### src/rtl/arr_sum_pkg.sv
package arr_sum_pkg;

   typedef enum logic [2:0] {
      ST_IDLE = 3'd0,
      ST_CLR  = 3'd1,
      ST_CMP  = 3'd2,
      ST_FETCH= 3'd3,
      ST_ADD  = 3'd4,
      ST_STEP = 3'd5,
      ST_FIN  = 3'd6
   } seq_state_t;

   typedef struct packed {
      logic clr;      // select cleared value on register inputs
      logic sum_en;   // enable for the running sum register
      logic cnt_en;   // enable for the element counter
      logic base_en;  // capture base address
      logic use_sum;  // shared adder operand select: 1 = sum path
   } dp_ctl_t;

endpackage

### src/rtl/arr_sum_ctrl.sv
module arr_sum_ctrl
   import arr_sum_pkg::*;
(
   input  logic    clk,
   input  logic    rst_n,
   input  logic    start,
   input  logic    cnt_below,
   output dp_ctl_t ctl,
   output logic    rd_stb,
   output logic    fin
);

   seq_state_t st_q, st_d;

   always_ff @(posedge clk or negedge rst_n) begin
      if (!rst_n) st_q <= ST_IDLE;
      else        st_q <= st_d;
   end

   always_comb begin
      st_d   = st_q;
      ctl    = '0;
      rd_stb = 1'b0;
      fin    = 1'b0;
      unique case (st_q)
         ST_IDLE: begin
            if (start) begin
               ctl.base_en = 1'b1;
               st_d        = ST_CLR;
            end
         end
         ST_CLR: begin
            ctl.clr    = 1'b1;
            ctl.sum_en = 1'b1;
            ctl.cnt_en = 1'b1;
            st_d       = ST_CMP;
         end
         ST_CMP: begin
            st_d = cnt_below ? ST_FETCH : ST_FIN;
         end
         ST_FETCH: begin
            rd_stb = 1'b1;
            st_d   = ST_ADD;
         end
         ST_ADD: begin
            ctl.sum_en  = 1'b1;
            ctl.use_sum = 1'b1;
            st_d        = ST_STEP;
         end
         ST_STEP: begin
            ctl.cnt_en = 1'b1;
            st_d       = ST_CMP;
         end
         ST_FIN: begin
            fin = 1'b1;
            if (start) begin
               ctl.base_en = 1'b1;
               st_d        = ST_CLR;
            end
         end
         default: st_d = ST_IDLE;
      endcase
   end

endmodule

### src/rtl/arr_sum_dp.sv
module arr_sum_dp
   import arr_sum_pkg::*;
#(
   parameter int DATA_W       = 16,
   parameter int ADDR_W       = 16,
   parameter int LEN          = 128,
   parameter bit SHARED_ADDER = 1'b0,
   localparam int CNT_W       = $clog2(LEN + 1),
   localparam int ACC_W       = DATA_W + $clog2(LEN)
)(
   input  logic              clk,
   input  logic              rst_n,
   input  dp_ctl_t           ctl,
   input  logic [ADDR_W-1:0] base_in,
   input  logic [DATA_W-1:0] rdata,
   output logic [ADDR_W-1:0] addr,
   output logic              cnt_below,
   output logic [ACC_W-1:0]  sum_q
);

   localparam int ADD_W = (ACC_W > CNT_W) ? ACC_W : CNT_W;

   logic [CNT_W-1:0]  cnt_q;
   logic [ADDR_W-1:0] base_q;
   logic [ACC_W-1:0]  sum_upd, sum_d;
   logic [CNT_W-1:0]  cnt_upd, cnt_d;

   generate
      if (SHARED_ADDER) begin : g_one_adder
         logic [ADD_W-1:0] op_a, op_b, res;
         always_comb begin
            op_a = ctl.use_sum ? ADD_W'(sum_q) : ADD_W'(cnt_q);
            op_b = ctl.use_sum ? ADD_W'(rdata) : ADD_W'(1);
            res  = op_a + op_b;
         end
         assign sum_upd = res[ACC_W-1:0];
         assign cnt_upd = res[CNT_W-1:0];
      end else begin : g_two_adders
         assign sum_upd = sum_q + ACC_W'(rdata);
         assign cnt_upd = cnt_q + CNT_W'(1);
      end
   endgenerate

   // two-way selects between cleared value and update value
   assign sum_d = ctl.clr ? '0 : sum_upd;
   assign cnt_d = ctl.clr ? '0 : cnt_upd;

   always_ff @(posedge clk or negedge rst_n) begin
      if (!rst_n) begin
         sum_q  <= '0;
         cnt_q  <= '0;
         base_q <= '0;
      end else begin
         if (ctl.sum_en)  sum_q  <= sum_d;
         if (ctl.cnt_en)  cnt_q  <= cnt_d;
         if (ctl.base_en) base_q <= base_in;
      end
   end

   assign cnt_below = (cnt_q < CNT_W'(LEN));
   assign addr      = base_q + ADDR_W'(cnt_q);

endmodule

### src/rtl/arr_sum_engine.sv
module arr_sum_engine
   import arr_sum_pkg::*;
#(
   parameter int DATA_W       = 16,
   parameter int ADDR_W       = 16,
   parameter int LEN          = 128,
   parameter bit SHARED_ADDER = 1'b0,
   localparam int ACC_W       = DATA_W + $clog2(LEN)
)(
   input  logic              clk,
   input  logic              rst_n,
   input  logic              start,
   input  logic [ADDR_W-1:0] base_addr,
   output logic [ADDR_W-1:0] mem_addr,
   output logic              mem_rd,
   input  logic [DATA_W-1:0] mem_rdata,
   output logic              done,
   output logic [ACC_W-1:0]  acc_out
);

   generate
      if (DATA_W < 1) begin : g_bad_data_w
         $error("arr_sum_engine: DATA_W must be at least 1");
      end
      if (LEN < 1) begin : g_bad_len
         $error("arr_sum_engine: LEN must be at least 1");
      end
      if (ADDR_W < $clog2(LEN + 1)) begin : g_bad_addr_w
         $error("arr_sum_engine: ADDR_W too narrow for LEN");
      end
   endgenerate

   dp_ctl_t ctl;
   logic    cnt_below;

   arr_sum_ctrl u_ctrl (
      .clk       (clk),
      .rst_n     (rst_n),
      .start     (start),
      .cnt_below (cnt_below),
      .ctl       (ctl),
      .rd_stb    (mem_rd),
      .fin       (done)
   );

   arr_sum_dp #(
      .DATA_W       (DATA_W),
      .ADDR_W       (ADDR_W),
      .LEN          (LEN),
      .SHARED_ADDER (SHARED_ADDER)
   ) u_dp (
      .clk       (clk),
      .rst_n     (rst_n),
      .ctl       (ctl),
      .base_in   (base_addr),
      .rdata     (mem_rdata),
      .addr      (mem_addr),
      .cnt_below (cnt_below),
      .sum_q     (acc_out)
   );

endmodule

### config.mk
export PLATFORM = sky130hd
export DESIGN_NAME = arr_sum_engine
export DESIGN_NICKNAME = d
export VERILOG_FILES = /design/src/rtl/arr_sum_pkg.sv /design/src/rtl/arr_sum_ctrl.sv /design/src/rtl/arr_sum_dp.sv /design/src/rtl/arr_sum_engine.sv
export SDC_FILE = /design/constraint.sdc
export NUM_CORES = 1
export LEC_CHECK = 0
export BUFFER_PORTS_ARGS = -buffer_cell sky130_fd_sc_hd__buf_2
export CORE_UTILIZATION = 25
export CTS_CLUSTER_DIAMETER = 80
export DETAILED_ROUTE_END_ITERATION = 16
export PLACE_DENSITY = 0.44
export SYNTH_ARGS = -nofsm -noshare
export SYNTH_HDL_FRONTEND = slang
export SYNTH_SLANG_ARGS = --single-unit
### constraint.sdc
create_clock -name clk -period 3.8 [get_ports clk]
set_input_delay 0.19 -clock clk [delete_from_list [all_inputs] [get_ports clk]]
set_output_delay 0.19 -clock clk [all_outputs]
set_load 0.1 [all_outputs]
**Word-level counts from Yosys, hierarchy flattened**

Index checks and enable logic that the tools add are counted.

- Register bits after elaboration: 50
- Output and inout port bits: 41
- Word-level logic and storage cells: 31

- Add/sub/neg operators: 3
- $lt $le $gt $ge: 1
- Equality and inequality tests: 7
- Multiplexer cells: 12
- Reduce and logical (&&, ||, !) cells: 4

Operators with widths:

| cell | count |
|---|---|
| $add A23 B16 Y23 | 1 |
| $mux W23 | 1 |
| $add A16 B8 Y16 | 1 |
| $pmux W3 S5 | 1 |
| $eq A3 B3 Y1 const B | 3 |
| $add A8 B1 Y8 const B | 1 |
| $lt A8 B8 Y1 const B | 1 |
| $mux W8 | 1 |
| $mux W1 | 7 |
| $eq A3 B2 Y1 const B | 2 |
| $mux W3 | 2 |
| $reduce_or A2 Y1 | 3 |
| $eq A3 B1 Y1 const B | 1 |
| $logic_not A3 Y1 | 1 |
| $ne A2 B1 Y1 const B | 1 |

**Depth between registers and ports, before layout**

- Word-level depth: 3
- Mapped depth: 9
- Gate-level depth less buffers: 9

**Hierarchy**

A second synthesis with hierarchy kept.

- Cells, all modules: 384
- Area total of the unflattened synthesis: 3,563.4 um^2

By module, submodules not included:

| module | times used | cells each | area an instance (um^2) | seq. area each (um^2) |
|---|---|---|---|---|
| arr_sum_dp | 1 | 357 | 3,335.7 | 1,176.1 |
| arr_sum_ctrl | 1 | 27 | 227.7 | 75.1 |

**Worst setup path after synthesis**

No wires, ideal clock.

- Path kind: reg-to-output
- From: register u_dp.cnt_q[0]
- To: output port mem_addr[6]
- Data arrival time: 3.882 ns
- Data required time: 3.610 ns
- Setup slack: -0.272 ns
- Cell stages (with the launch flop): 9
- Path through: dfrtp_1 ha_1 inv_1 fa_1 nor2b_1 o21ai_0 a21boi_0 o311ai_1 a21boi_0

- Longest elaborated chain between the ends: 1

RTL lines:

| what | RTL line | text |
|---|---|---|
| start, declared | arr_sum_dp.sv:23 | `logic [CNT_W-1:0] cnt_q;` |
| start signal, assigned | arr_sum_dp.sv:55 | `if (ctl.cnt_en) cnt_q <= cnt_d;` |
| $add A16 B8 Y16 | arr_sum_dp.sv:61 | `assign addr = base_q + ADDR_W'(cnt_q);` |
| end, declared | arr_sum_engine.sv:14 | `output logic [ADDR_W-1:0] mem_addr,` |

Every way passes these cells.

**Worst setup path after layout**

- From: register u_dp.cnt_q[0]
- To: output port mem_addr[12]

Same word-level chain as after synthesis.

==> run_results.csv <==
group,metric,value,unit
sta,fmax,0.310,GHz
outcome,violations,"negative hold slack",
finish,final_common_cell,"buf_2",
worst_setup_path,slowest_stage,"buf_2",
logic_synthesis,ys_async_sr_fraction,100,%
clocking,post_cts_resize_count,0,
logic_synthesis,yosys_warnings,0,
worst_setup_path,crit_path_end,"mem_addr[12]",
finish,final_nets,490,
sta,rsz0062_at_grt,"no",
placement,hpwl,6.40,mm
finish,fill_cells,1438,
global_routing,antenna_found_initial,0,
outcome,run_status,"complete, but fails checks",
logic_synthesis,ys_top_cells_by_area,"dfrtp_1 37%, ha_1 9.2%, mux2_2 5.3%",
clocking,cts_buffers,5,
worst_setup_path,crit_path_end_kind,"primary output",
global_routing,grtUsageTotal,12.6,%
detailed_routing,wl_met2,3.77,mm
finish,syn2layout_area_growth,22.1,%
sta,hold_violations,32,
run,maxCapViolCount,0,
floorplan,core_area,13200,µm²
logic_synthesis,syn_avg_cell_area,9.64,µm²
clocking,cts_hold_buf,0,
sta,fin_worst_skew,0.00674,ns
worst_setup_path,cpPeakStageDelay,0.44,ns
logic_synthesis,synth_ff_type,"dfrtp_1",
sta,fin_setup_tns,0,ns
floorplan,start_util,25.6,%
worst_setup_path,path_cells,"ha_1 -> inv_1 -> fa_1 -> nor2b_1 -> o21ai_0 -> a21boi_0 -> o311ai_1 -> a211oi_1 -> xor2_1 -> buf_2",
floorplan,num_rows,42,
logic_synthesis,yosysSeqAreaShare,36.9,%
floorplan,die_w,119,µm
logic_synthesis,synthCells,352,
sta,max_slew_margin,46.7,%
clocking,clock-root-buffer,"clkbuf_16",
detailed_routing,routed.top_layer,"met4",
detailed_routing,routed-wl-met3,316,µm
logic_synthesis,ys_ff_latch,50,
clocking,cts_tree,"built",
finish,diodes,0,
clocking,clk_latency,0.29,ns
sta,finalSetupViolations,0,
clocking,postCtsSetupRepairBufs,0,
global_routing,grt-ovfl-total,0,
floorplan,dieHeight,119,µm
global_routing,grt_max_degree,34,
worst_setup_path,worstReg2RegStart,"u_dp.sum_q[0]",
worst_setup_path,r2r_cells,9,
clocking,numClockSinks,50,
logic_synthesis,synth_cell_type_count,53,
detailed_routing,wl_per_cell,14.0,µm
global_routing,grt_first_pass_wirelength,14.2,mm
worst_setup_path,crit_fanout,5,
detailed_routing,via_per_inst,4.72,
worst_setup_path,cp-start-kind,"flop",
sta,holdWs,-0.0173,ns
floorplan,ios,76,
worst_setup_path,crit_start,"u_dp.cnt_q[0]",
finish,final_cell_mix,"75 x buf_2, 50 x dfrtp_1, 37 x nand2_1",
floorplan,die-area,14000,µm²
worst_setup_path,criticalPathCategory,"reg -> out",
detailed_routing,drc,0,
worst_setup_path,r2r-end,"u_dp.sum_q[22]",
detailed_routing,ant_nets,0,
sta,report.final.slew_viol_count,0,
worst_setup_path,cp.arrival,3.04,ns
logic_synthesis,synth_edf_count,0,
clocking,clockBufferDepth,2,
worst_setup_path,rrSetupSlack,1.23,ns
sta,period_share,85.0,%
clocking,path_clk_slew,0.07,ns
min_path,hp-class,"in -> async",
logic_synthesis,yosysTopAreaCell,"dfrtp_1",
logic_synthesis,yosys.area.top_type_share,36.9,%
finish,drive_gt1_share,26.6,%
detailed_routing,totalWireLength,8.48,mm
sta,tightest_slew,0.799,ns
detailed_routing,firstDrtPassIters,4,
worst_setup_path,critPathRequiredTime,3.61,ns
clocking,htree_levels,2,
detailed_routing,wl_met1,4.29,mm
logic_synthesis,netlist_area,3390,µm²
detailed_routing,route.vias.total,2854,
placement,gp_congestion,0.769,
global_routing,grt_pass1_vias,2882,
sta,period_minus_slack,3.23,ns
logic_synthesis,synth_nets,414,
placement,numPortBuffers,75,
detailed_routing,drt_iter0_markers,166,
## metrics by stage
step | utilization, % | worst slack, ns | cells | hold WS, ns | cell area, µm²
3_3_place_gp | 30.1 | 0.930 | 597 | 0.345 | 3980
6_report | 31.3 | 0.569 | 605 | -0.0173 | 4150
3_5_place_dp | 30.1 | 0.870 | 597 | 0.344 | 3980
4_1_cts | 31.3 | 0.527 | 605 | 0.0296 | 4150
2_1_floorplan | - | 0.279 | 352 | -0.106 | 3390
5_1_grt | 31.3 | 0.308 | 605 | 0.0679 | 4150
## layer usage
metal  track usage (%)  vias up
met3              2.65        6
met1              17.3     1356
met2              19.9       53
met4              3.80        0
met5                 0        -
li1                  -     1439
## how the worst min path moves through the flow
stage / startpoint / end / slack, ns / depth (start not counted)
5_1_grt: rst_n / u_dp.sum_q[3] / 0.07 / 1
6_report: rst_n / u_dp.sum_q[3] / -0.02 / 1
4_1_cts: rst_n / u_dp.sum_q[3] / 0.03 / 1
3_3_place_gp: rst_n / u_dp.base_q[12] / 0.34 / 1
2_1_floorplan: rst_n / u_ctrl.st_q[0] / -0.11 / 0
3_5_place_dp: rst_n / u_dp.base_q[11] / 0.34 / 1
## area by class of cell
type	instances	area, µm²	area share (%)
multi-input cells	279	2050	49.6
flip-flops and latches	50	1250	30.2
well taps	176	220	5.31
clock buffers	5	125	3.02
inverters	13	48.8	1.18
clock inverters	3	40.0	0.966
repair buffers	79	405	9.78
## state kept, by name, indices dropped and copies added, names as in the netlist
| name | count |
|---|---|
| u_dp.base_q | 16 |
| u_ctrl.st_q | 3 |
| u_dp.sum_q | 23 |
| u_dp.cnt_q | 8 |
## cells in the mapped netlist (6+ instances only)
cell type and instances:
a211oi_1 6, a21o_1 7, a21oi_1 21, clkbuf_1 8
dfrtp_1 50, ha_1 25, inv_1 13, mux2_2 16
mux2i_1 9, nand2_1 37, nand2b_1 11, nand3_1 7
nor2_1 17, nor3_1 6, o211ai_1 6, o21ai_0 27
xnor2_1 10, xor2_1 11
## cell families (layout without fill, tap and decap cells)
group | Yosys count | count (layout) | synth area share [%]
AND/OR/NAND/NOR | 106 | 106 | 16.1
AO/OA/AOI/OAI | 100 | 100 | 20.7
flip-flops | 50 | 50 | 36.9
adder cells (fa/ha/maj) | 27 | 27 | 10.4
multiplexers | 25 | 25 | 7.96
buffers and inverters | 23 | 100 | 2.62
XOR/XNOR | 21 | 21 | 5.42
## critical path, delay by kind of cell, from the launching register on
kind	cells	cell delay (ns)
buf+inv	2	0.50
flops	1	0.41
xor+xnor	1	0.17
compound gates	4	0.93
simple gates	1	0.12
fa+ha+maj	2	0.60
Power is not shown: default switching activity piles up to over one toggle a cycle in this logic, so the estimate is an artifact.
